File: src/rtl/updown_counter.sv
module updown_counter #(
  parameter bit DECADE = 1'b1
) (
  input  logic       clk,
  input  logic       load_n,
  input  logic       cnt_en_p_n,
  input  logic       cnt_en_t_n,
  input  logic       up,
  input  logic [3:0] din,
  output logic [3:0] q,
  output logic       tc_n
);

  localparam logic [3:0] TOP = DECADE ? 4'd9 : 4'd15;

  logic       step;
  logic       at_end;
  logic [3:0] nxt_up;
  logic [3:0] nxt_dn;

  assign step = load_n && !cnt_en_p_n && !cnt_en_t_n;

  always_comb begin
    nxt_up = q + 4'd1;
    nxt_dn = q - 4'd1;
    if (DECADE) begin
      case (q)
        4'd9:    nxt_up = 4'd0;
        4'd10:   nxt_up = 4'd11;
        4'd11:   nxt_up = 4'd6;
        4'd12:   nxt_up = 4'd13;
        4'd13:   nxt_up = 4'd4;
        4'd14:   nxt_up = 4'd15;
        4'd15:   nxt_up = 4'd2;
        default: nxt_up = q + 4'd1;
      endcase
      case (q)
        4'd0:    nxt_dn = 4'd9;
        4'd10:   nxt_dn = 4'd9;
        4'd11:   nxt_dn = 4'd10;
        4'd12:   nxt_dn = 4'd9;
        4'd13:   nxt_dn = 4'd12;
        4'd14:   nxt_dn = 4'd9;
        4'd15:   nxt_dn = 4'd14;
        default: nxt_dn = q - 4'd1;
      endcase
    end
  end

  always_ff @(posedge clk) begin
    if (!load_n)   q <= din;
    else if (step) q <= up ? nxt_up : nxt_dn;
  end

  generate
    if (DECADE) begin : g_dec_tc
      assign at_end = up ? (q[3] && q[0]) : (q == 4'd0);
    end else begin : g_bin_tc
      assign at_end = up ? (q == TOP) : (q == 4'd0);
    end
  endgenerate

  assign tc_n = !(!cnt_en_t_n && at_end);

  logic past_ok = 1'b0;
  always_ff @(posedge clk) past_ok <= 1'b1;

  AST_LOAD_WINS: assert property (@(posedge clk) disable iff (!past_ok)
    !load_n |=> q == $past(din));
  AST_HOLD_STATE: assert property (@(posedge clk) disable iff (!past_ok)
    (load_n && (cnt_en_p_n || cnt_en_t_n)) |=> $stable(q));
  AST_TC_IDLE: assert property (@(posedge clk) disable iff (!past_ok)
    cnt_en_t_n |-> tc_n);
  AST_UP_FLAG: assert property (@(posedge clk) disable iff (!past_ok)
    (!cnt_en_t_n && up && q == TOP) |-> !tc_n);
  AST_LEGAL_STAYS: assert property (@(posedge clk) disable iff (!past_ok)
    (step && q <= TOP) |=> q <= TOP);

endmodule

File: config.mk
export PLATFORM = sky130hd
export DESIGN_NAME = updown_counter
export DESIGN_NICKNAME = d
export VERILOG_FILES = /design/src/rtl/updown_counter.sv
export SDC_FILE = /design/constraint.sdc
export NUM_CORES = 1
export LEC_CHECK = 0
export BUFFER_PORTS_ARGS = -buffer_cell sky130_fd_sc_hd__buf_2
export CAP_MARGIN = 25
export CORE_AREA = 2 2 39 41
export CTS_BUF_LIST = sky130_fd_sc_hd__clkbuf_4
export DETAILED_ROUTE_END_ITERATION = 16
export DIE_AREA = 0 0 41 43
export GPL_TIMING_DRIVEN = 0
export PLACE_DENSITY = 0.69
export SYNTH_ARGS = -nofsm -noshare
export SYNTH_HDL_FRONTEND = slang
export SYNTH_SLANG_ARGS = --single-unit
File: constraint.sdc
create_clock -name clk -period 2.7 [get_ports clk]
set_clock_uncertainty 0.05 [all_clocks]
set_input_delay 0.135 -clock clk [delete_from_list [all_inputs] [get_ports clk]]
set_output_delay 0.135 -clock clk [all_outputs]
set_load 0.01 [all_outputs]
==> flow_summary.json, run 1 <==
{
  "grt_max_degree": 11,
  "drive_gt1_share_pct": 26.83,
  "cts_tree": "yes",
  "num_vias": 555,
  "slowest_stage": "edfxtp_1",
  "slew_headroom_pct": 63.14,
  "yosys_warnings": 0,
  "synth_seq_cells": 4,
  "ctsHoldBuffers": 0,
  "num_rows": 14,
  "clock-sinks": 4,
  "cts-htree-levels": 1,
  "largest_register": "q",
  "viasPerCell": 5.663,
  "path_clk_slew_ns": 0.04,
  "area_growth_pct": 20.92,
  "required_ns": 2.52,
  "critical-path-top-delay-family": "simple AND/OR/NAND/NOR gates",
  "final-hold-violation-count": 0,
  "cts_resized": 0,
  "clock_latency_ns": 0.23,
  "grt_pass1_wl_um": 2083,
  "ys_types": 30,
  "dpl.hpwl_um": 972.7,
  "antenna_cells": 0,
  "grt_pass1_vias": 497,
  "routedWlPerCell_um": 13.02,
  "gr-total-overflow": 0,
  "synthCells": 66,
  "dieArea_mm2": 0.001763,
  "place.gp.congestion": 0.8781,
  "routed_wl_um": 1276,
  "die_h_um": 43,
  "p_leak_uw": 0.0002731,
  "syn_area_um2": 514.2,
  "synth-edff-count": 4,
  "dr.first_iter.drc_count": 12,
  "cp_max_fo": 9,
  "crit_type": "register to output port",
  "largestRegisters": "q: 4 flops",
  "drc": 0,
  "ir_drop_mv": 0.1035,
  "ant_nets": 0,
  "worst_pin_slew_ns": 0.5471,
  "slew_viol_final": 0,
  "min_path_type": "input pin to register",
  "finalPower_uw": 309.5,
  "antenna_found_initial": 0,
  "maxCapViolations": 0,
  "grt_util_all_layers_pct": 16.93,
  "dpl_cell_area_um2": 599.3,
  "synth_flop_cell": "edfxtp_1",
  "dr.pass1.iters": 4,
  "cp.arrival_ns": 1.97,
  "syn-num-nets": 80,
  "portBuffers": 13,
  "whs_ns": 0.1667,
  "numCtsBuffers": 3,
  "fin_crit_ns": 2.150,
  "clock_path_buffers": 2,
  "cp_cell_sequence": "inv_1 > ha_1 > nand2b_1 > nor3_1 > a31oi_1 > or2_2 > buf_2",
  "rsz0062_at_grt": "false",
  "seq_area_frac_synth_pct": 23.36,
  "setup-tns-final_ns": 0,
  "avgSynthCellArea_um2": 7.792,
  "status": "finished clean",
  "postLayoutCellArea_um2": 621.8,
  "p_per_area_mw_per_mm2": 497.7,
  "fp.dieW_um": 41,
  "largest_reg_flops": 4,
  "start_kind": "register",
  "endpoint_kind": "output port",
  "nets": 98,
  "postCtsSetupBuffers": 0,
  "crit_buf_inv": 2,
  "cts_root_buf": "clkbuf_4",
  "fmax_mhz": 465.1,
  "finalCritPeriodShare_pct": 79.64,
  "synthArstFlopShare_pct": 0,
  "setup_viol_count_final": 0,
  "slowest_delay_ns": 0.53,
  "core_mm2": 0.001384,
  "ios": 14,
  "initial_utilization_pct": 37.16
}
## path summary, 6_finish.rpt
check / start / end / slack (ns) / cells after the start
worst min register to register: q[2]$_DFFE_PP_ / q[0]$_DFFE_PP_ / 0.80 / 4
worst max-delay path: q[0]$_DFFE_PP_ / tc_n / 0.55 / 7
worst min-delay path: din[1] / q[1]$_DFFE_PP_ / 0.17 / 2
worst max register to register: q[0]$_DFFE_PP_ / q[0]$_DFFE_PP_ / 0.59 / 6
## layer usage
metal  up-vias  wire length (µm)  track usage (%)
met1       254               556            20.45
li1        279                 -                -
met4         0                 0            6.000
met5         -                 0                0
met2        22               651            28.13
met3         0                68            3.141
## cell families after synthesis
kind of cell             count (synthesis)  share of synthesized area [%]
AO/OA/AOI/OAI                           26                          32.61
AND/OR/NAND/NOR                         23                          23.36
buffers and inverters                    7                          6.812
XOR/XNOR                                 1                          1.703
adder cells (fa/ha/maj)                  5                          12.17
flip-flops                               4                          23.36
## area by class of cell
| cell class | instances | area [µm²] |
|---|---|---|
| timing repair buffer | 13 | 65.06 |
| buffer | 2 | 16.27 |
| fill | 147 | 762.0 |
| sequential | 4 | 120.1 |
| tap | 16 | 20.02 |
| inverter | 5 | 18.77 |
| clock buffer | 3 | 22.52 |
| multi-input combinational | 55 | 359.1 |
## power breakdown
group	leakage, µW	switching [µW]	internal, µW	total (µW)
clock network	0.0000138	23.2	49.6	72.8
logic	0.000220	79.0	61.7	141
registers	0.0000394	15.6	80.3	95.9
total	0.000273	118	192	309
## synthesized netlist by cell type (2+ instances only)
cell type	number	area, µm²
a31oi_1	3	18.77
nand2_1	3	11.26
nor3_1	3	15.01
nand2b_1	2	12.51
edfxtp_1	4	120.1
nor2_1	9	33.78
o21ai_0	7	35.03
inv_1	5	18.77
a21oi_1	5	25.02
ha_1	5	62.56
## cells in the final DEF, fill, tap and decap left out, drive strengths merged, types with 2 or more instances in the layout
cell,synthesis,routed
a21oi,6,6
a31oi,3,3
buf,2,15
clkbuf,0,3
edfxtp,4,4
ha,5,5
inv,5,5
nand2,3,3
nand2b,2,2
nor2,9,9
nor3,3,3
o21ai,7,7
## per-stage QoR
step           instances  util, %  setup WS [ns]
2_1_floorplan         66        -         0.7342
3_3_place_gp          95    43.31         0.5476
3_5_place_dp          95    43.31         0.6081
4_1_cts               98    44.94         0.5565
5_1_grt               98    44.94         0.3317
6_report              98    44.94         0.5498
No activity file was read; power rests on OpenSTA's default activity.
==> inputs of run 2 (changes only) <==
Settings changed: ABC_AREA set to 1, PLACE_DENSITY 0.69 to 0.77.
Clock period 2.7 ns to 1.8 ns, I/O delays scaled along.
==> run 2 against run 1 <==
Against the previous run:
- clock-buffer cell count unchanged
- worst hold slack worse by 0.080 ns
- global-route usage decreased by 1.5 points
- combinational power increased by 130%
- first-iteration DRC count up 33%
- cell area rose by 19%
- clock power increased by 47%
- total power grew 82%
- synthesized cell count increased by 24%
- sequential share of layout area decreased by 3.0 points
- sequential power is 40% higher
- critical path type is now register to register
- critical endpoint is now q[3]$_DFFE_PP_
- largest cell class unchanged
==> flow_summary.json, run 2 <==
{
  "min_path_type": "input pin to register",
  "dpl.hpwl_um": 963.4,
  "path_clk_slew_ns": 0.04,
  "clock_path_buffers": 2,
  "nets": 117,
  "required_ns": 1.72,
  "start_kind": "register",
  "layout_common_cells": "nand2_1, buf_2, o21ai_0, nand2_2",
  "synth_flop_cell": "edfxtp_1",
  "p_per_area_mw_per_mm2": 763.8,
  "ys_types": 22,
  "synth_area_leaders": "edfxtp_1, nand2_1, ha_1, o21ai_0, nand3_2",
  "area_growth_pct": 26.12,
  "grt_util_all_layers_pct": 15.47,
  "fmax_mhz": 577.2,
  "avgSynthCellArea_um2": 7.126,
  "place.gp.congestion": 0.8662,
  "synth_seq_cells": 4,
  "viasPerCell": 4.880,
  "cts_root_buf": "clkbuf_4",
  "yosys_warnings": 0,
  "layout_commonest_cell": "nand2_1",
  "dr.first_iter.drc_count": 16,
  "maxCapViolations": 0,
  "finalCritPeriodShare_pct": 96.25,
  "post-place-ws_ns": -0.06030,
  "core_mm2": 0.001384,
  "slowest_stage": "edfxtp_1",
  "finalPower_uw": 562.9,
  "yosysTopAreaCell": "edfxtp_1",
  "cp_cell_sequence": "inv_2 > ha_2 > nand3_1 > nand2_2 > nor2_4 > nand4_1 > o21ai_1 > nand2_1",
  "seq_area_frac_synth_pct": 20.56,
  "synth-edff-count": 4,
  "grt_max_degree": 11,
  "postLayoutCellArea_um2": 737.0,
  "fp.dieW_um": 41,
  "setup_ws_ns": 0.06751,
  "worst_pin_slew_ns": 0.5460,
  "portBuffers": 13,
  "cts-htree-levels": 1,
  "dieArea_mm2": 0.001763,
  "cts_tree": "yes",
  "setup_viol_count_final": 0,
  "ctsHoldBuffers": 0,
  "synthArstFlopShare_pct": 0,
  "ant_nets": 0,
  "dpl_cell_area_um2": 669.4,
  "gr-total-overflow": 0,
  "synth_common_cells": "nand2_1, inv_1, o21ai_0",
  "grt_pass1_wl_um": 1959,
  "fin_crit_ns": 1.732,
  "routedWlPerCell_um": 11.25,
  "die_h_um": 43,
  "grt_util_met1_pct": 22.04,
  "endpoint_kind": "register",
  "syn_area_um2": 584.3,
  "antenna_found_initial": 0,
  "dr.pass1.iters": 4,
  "slew_headroom_pct": 63.21,
  "grt_pass1_vias": 495,
  "status": "finished clean",
  "busiest_layer": "met2",
  "largest_reg_flops": 4,
  "syn-num-nets": 96,
  "crit_type": "register to register",
  "num_vias": 571,
  "numCtsBuffers": 3,
  "ios": 14,
  "drc": 0,
  "grt_use_met3_pct": 1.571,
  "rsz0062_at_grt": "true",
  "antenna_cells": 0,
  "drive_gt1_share_pct": 44.55,
  "cp.arrival_ns": 1.66,
  "num_rows": 14,
  "largestRegisters": "q: 4 flops",
  "ir_drop_mv": 0.7017,
  "grt_util_met2_pct": 24.06,
  "synth_top_area_share_pct": 20.56,
  "slew_viol_final": 0,
  "yosysMostFrequentCell": "nand2_1",
  "slowest_delay_ns": 0.42,
  "cp_max_fo": 6,
  "largest_register": "q",
  "synthCells": 82,
  "initial_utilization_pct": 42.22,
  "routed_wl_um": 1316,
  "final-hold-violation-count": 0,
  "clock_latency_ns": 0.23,
  "p_leak_uw": 0.0003738,
  "clock-sinks": 4
}
run 2: cell types whose count changed in the layout (fill, tap and decap cells not counted), moves of 4 or more:
cell     previous run  this run
nor2_1              9         2
nand2_2             0         5
nand2_1             3        20
nand3_2             0         4
inv_2               0         4
nand3_1             0         4
run 2: area by class of cell:
cell class | count | area (µm²)
well taps | 16 | 20.02
multi-input cells | 66 | 421.7
clock buffers | 3 | 22.52
repair buffers | 16 | 87.58
fillers | 130 | 646.9
plain buffers | 2 | 22.52
inverters | 10 | 42.54
flip-flops and latches | 4 | 120.1
run 2: cell families (layout without fill, tap and decap cells):
logic type	count (synthesis)	in the layout	share of synthesized area, %
compound gates	15	15	13.92
xor+xnor	3	3	4.498
fa+ha+maj	5	5	10.71
buf+inv	12	31	11.13
flops	4	4	20.56
simple gates	43	43	39.19
run 2: critical path: cells and delay by family (launching register included):
| kind | cells | cell delay [ns] |
|---|---|---|
| and+or+nand+nor | 5 | 0.53 |
| DFF | 1 | 0.42 |
| adders and majority gates | 1 | 0.22 |
| AOI/OAI and AO/OA | 1 | 0.15 |
| buffers and inverters | 1 | 0.10 |
run 2: routing by layer:
metal | share of wire, % | up-vias
met4 | 0.99 | 0
met1 | 46 | 243
met5 | 0 | -
li1 | - | 311
met3 | 3.1 | 2
met2 | 49 | 15
run 2: timing repair:
action,CTS,global route
buffers inserted,3,0
gates cloned,0,0
pin swaps,0,5
resized for setup,0,10
endpoints found under the setup margin,3,4
run 2: final timing paths:
| kind | from | end | slack [ns] | cells past startpoint |
|---|---|---|---|---|
| worst min-delay path | din[0] | q[0]$_DFFE_PP_ | 0.09 | 3 |
| worst max register to register | q[0]$_DFFE_PP_ | q[3]$_DFFE_PP_ | 0.07 | 8 |
| worst min register to register | q[3]$_DFFE_PP_ | q[3]$_DFFE_PP_ | 0.87 | 5 |
| worst max-delay path | q[0]$_DFFE_PP_ | q[3]$_DFFE_PP_ | 0.07 | 8 |
run 2: per-stage QoR:
| stage | hold WS [ns] | instances | utilization, % | TNS (ns) |
|---|---|---|---|---|
| 2_1_floorplan | 0.2186 | 82 | - | 0 |
| 3_3_place_gp | 0.3189 | 111 | 48.37 | -0.09462 |
| 3_5_place_dp | 0.3269 | 111 | 48.37 | -0.1393 |
| 4_1_cts | 0.08627 | 117 | 51.63 | 0 |
| 5_1_grt | 0.09571 | 117 | 53.25 | -0.05572 |
| 6_report | 0.08718 | 117 | 53.25 | 0 |
run 2: power by group:
part | internal, µW | switching, µW | leakage, µW | total [µW]
clock | 74.3 | 32.8 | 0.0000138 | 107
sequential | 121 | 12.7 | 0.0000403 | 134
combinational | 130 | 191 | 0.000320 | 322
total | 326 | 237 | 0.000374 | 563
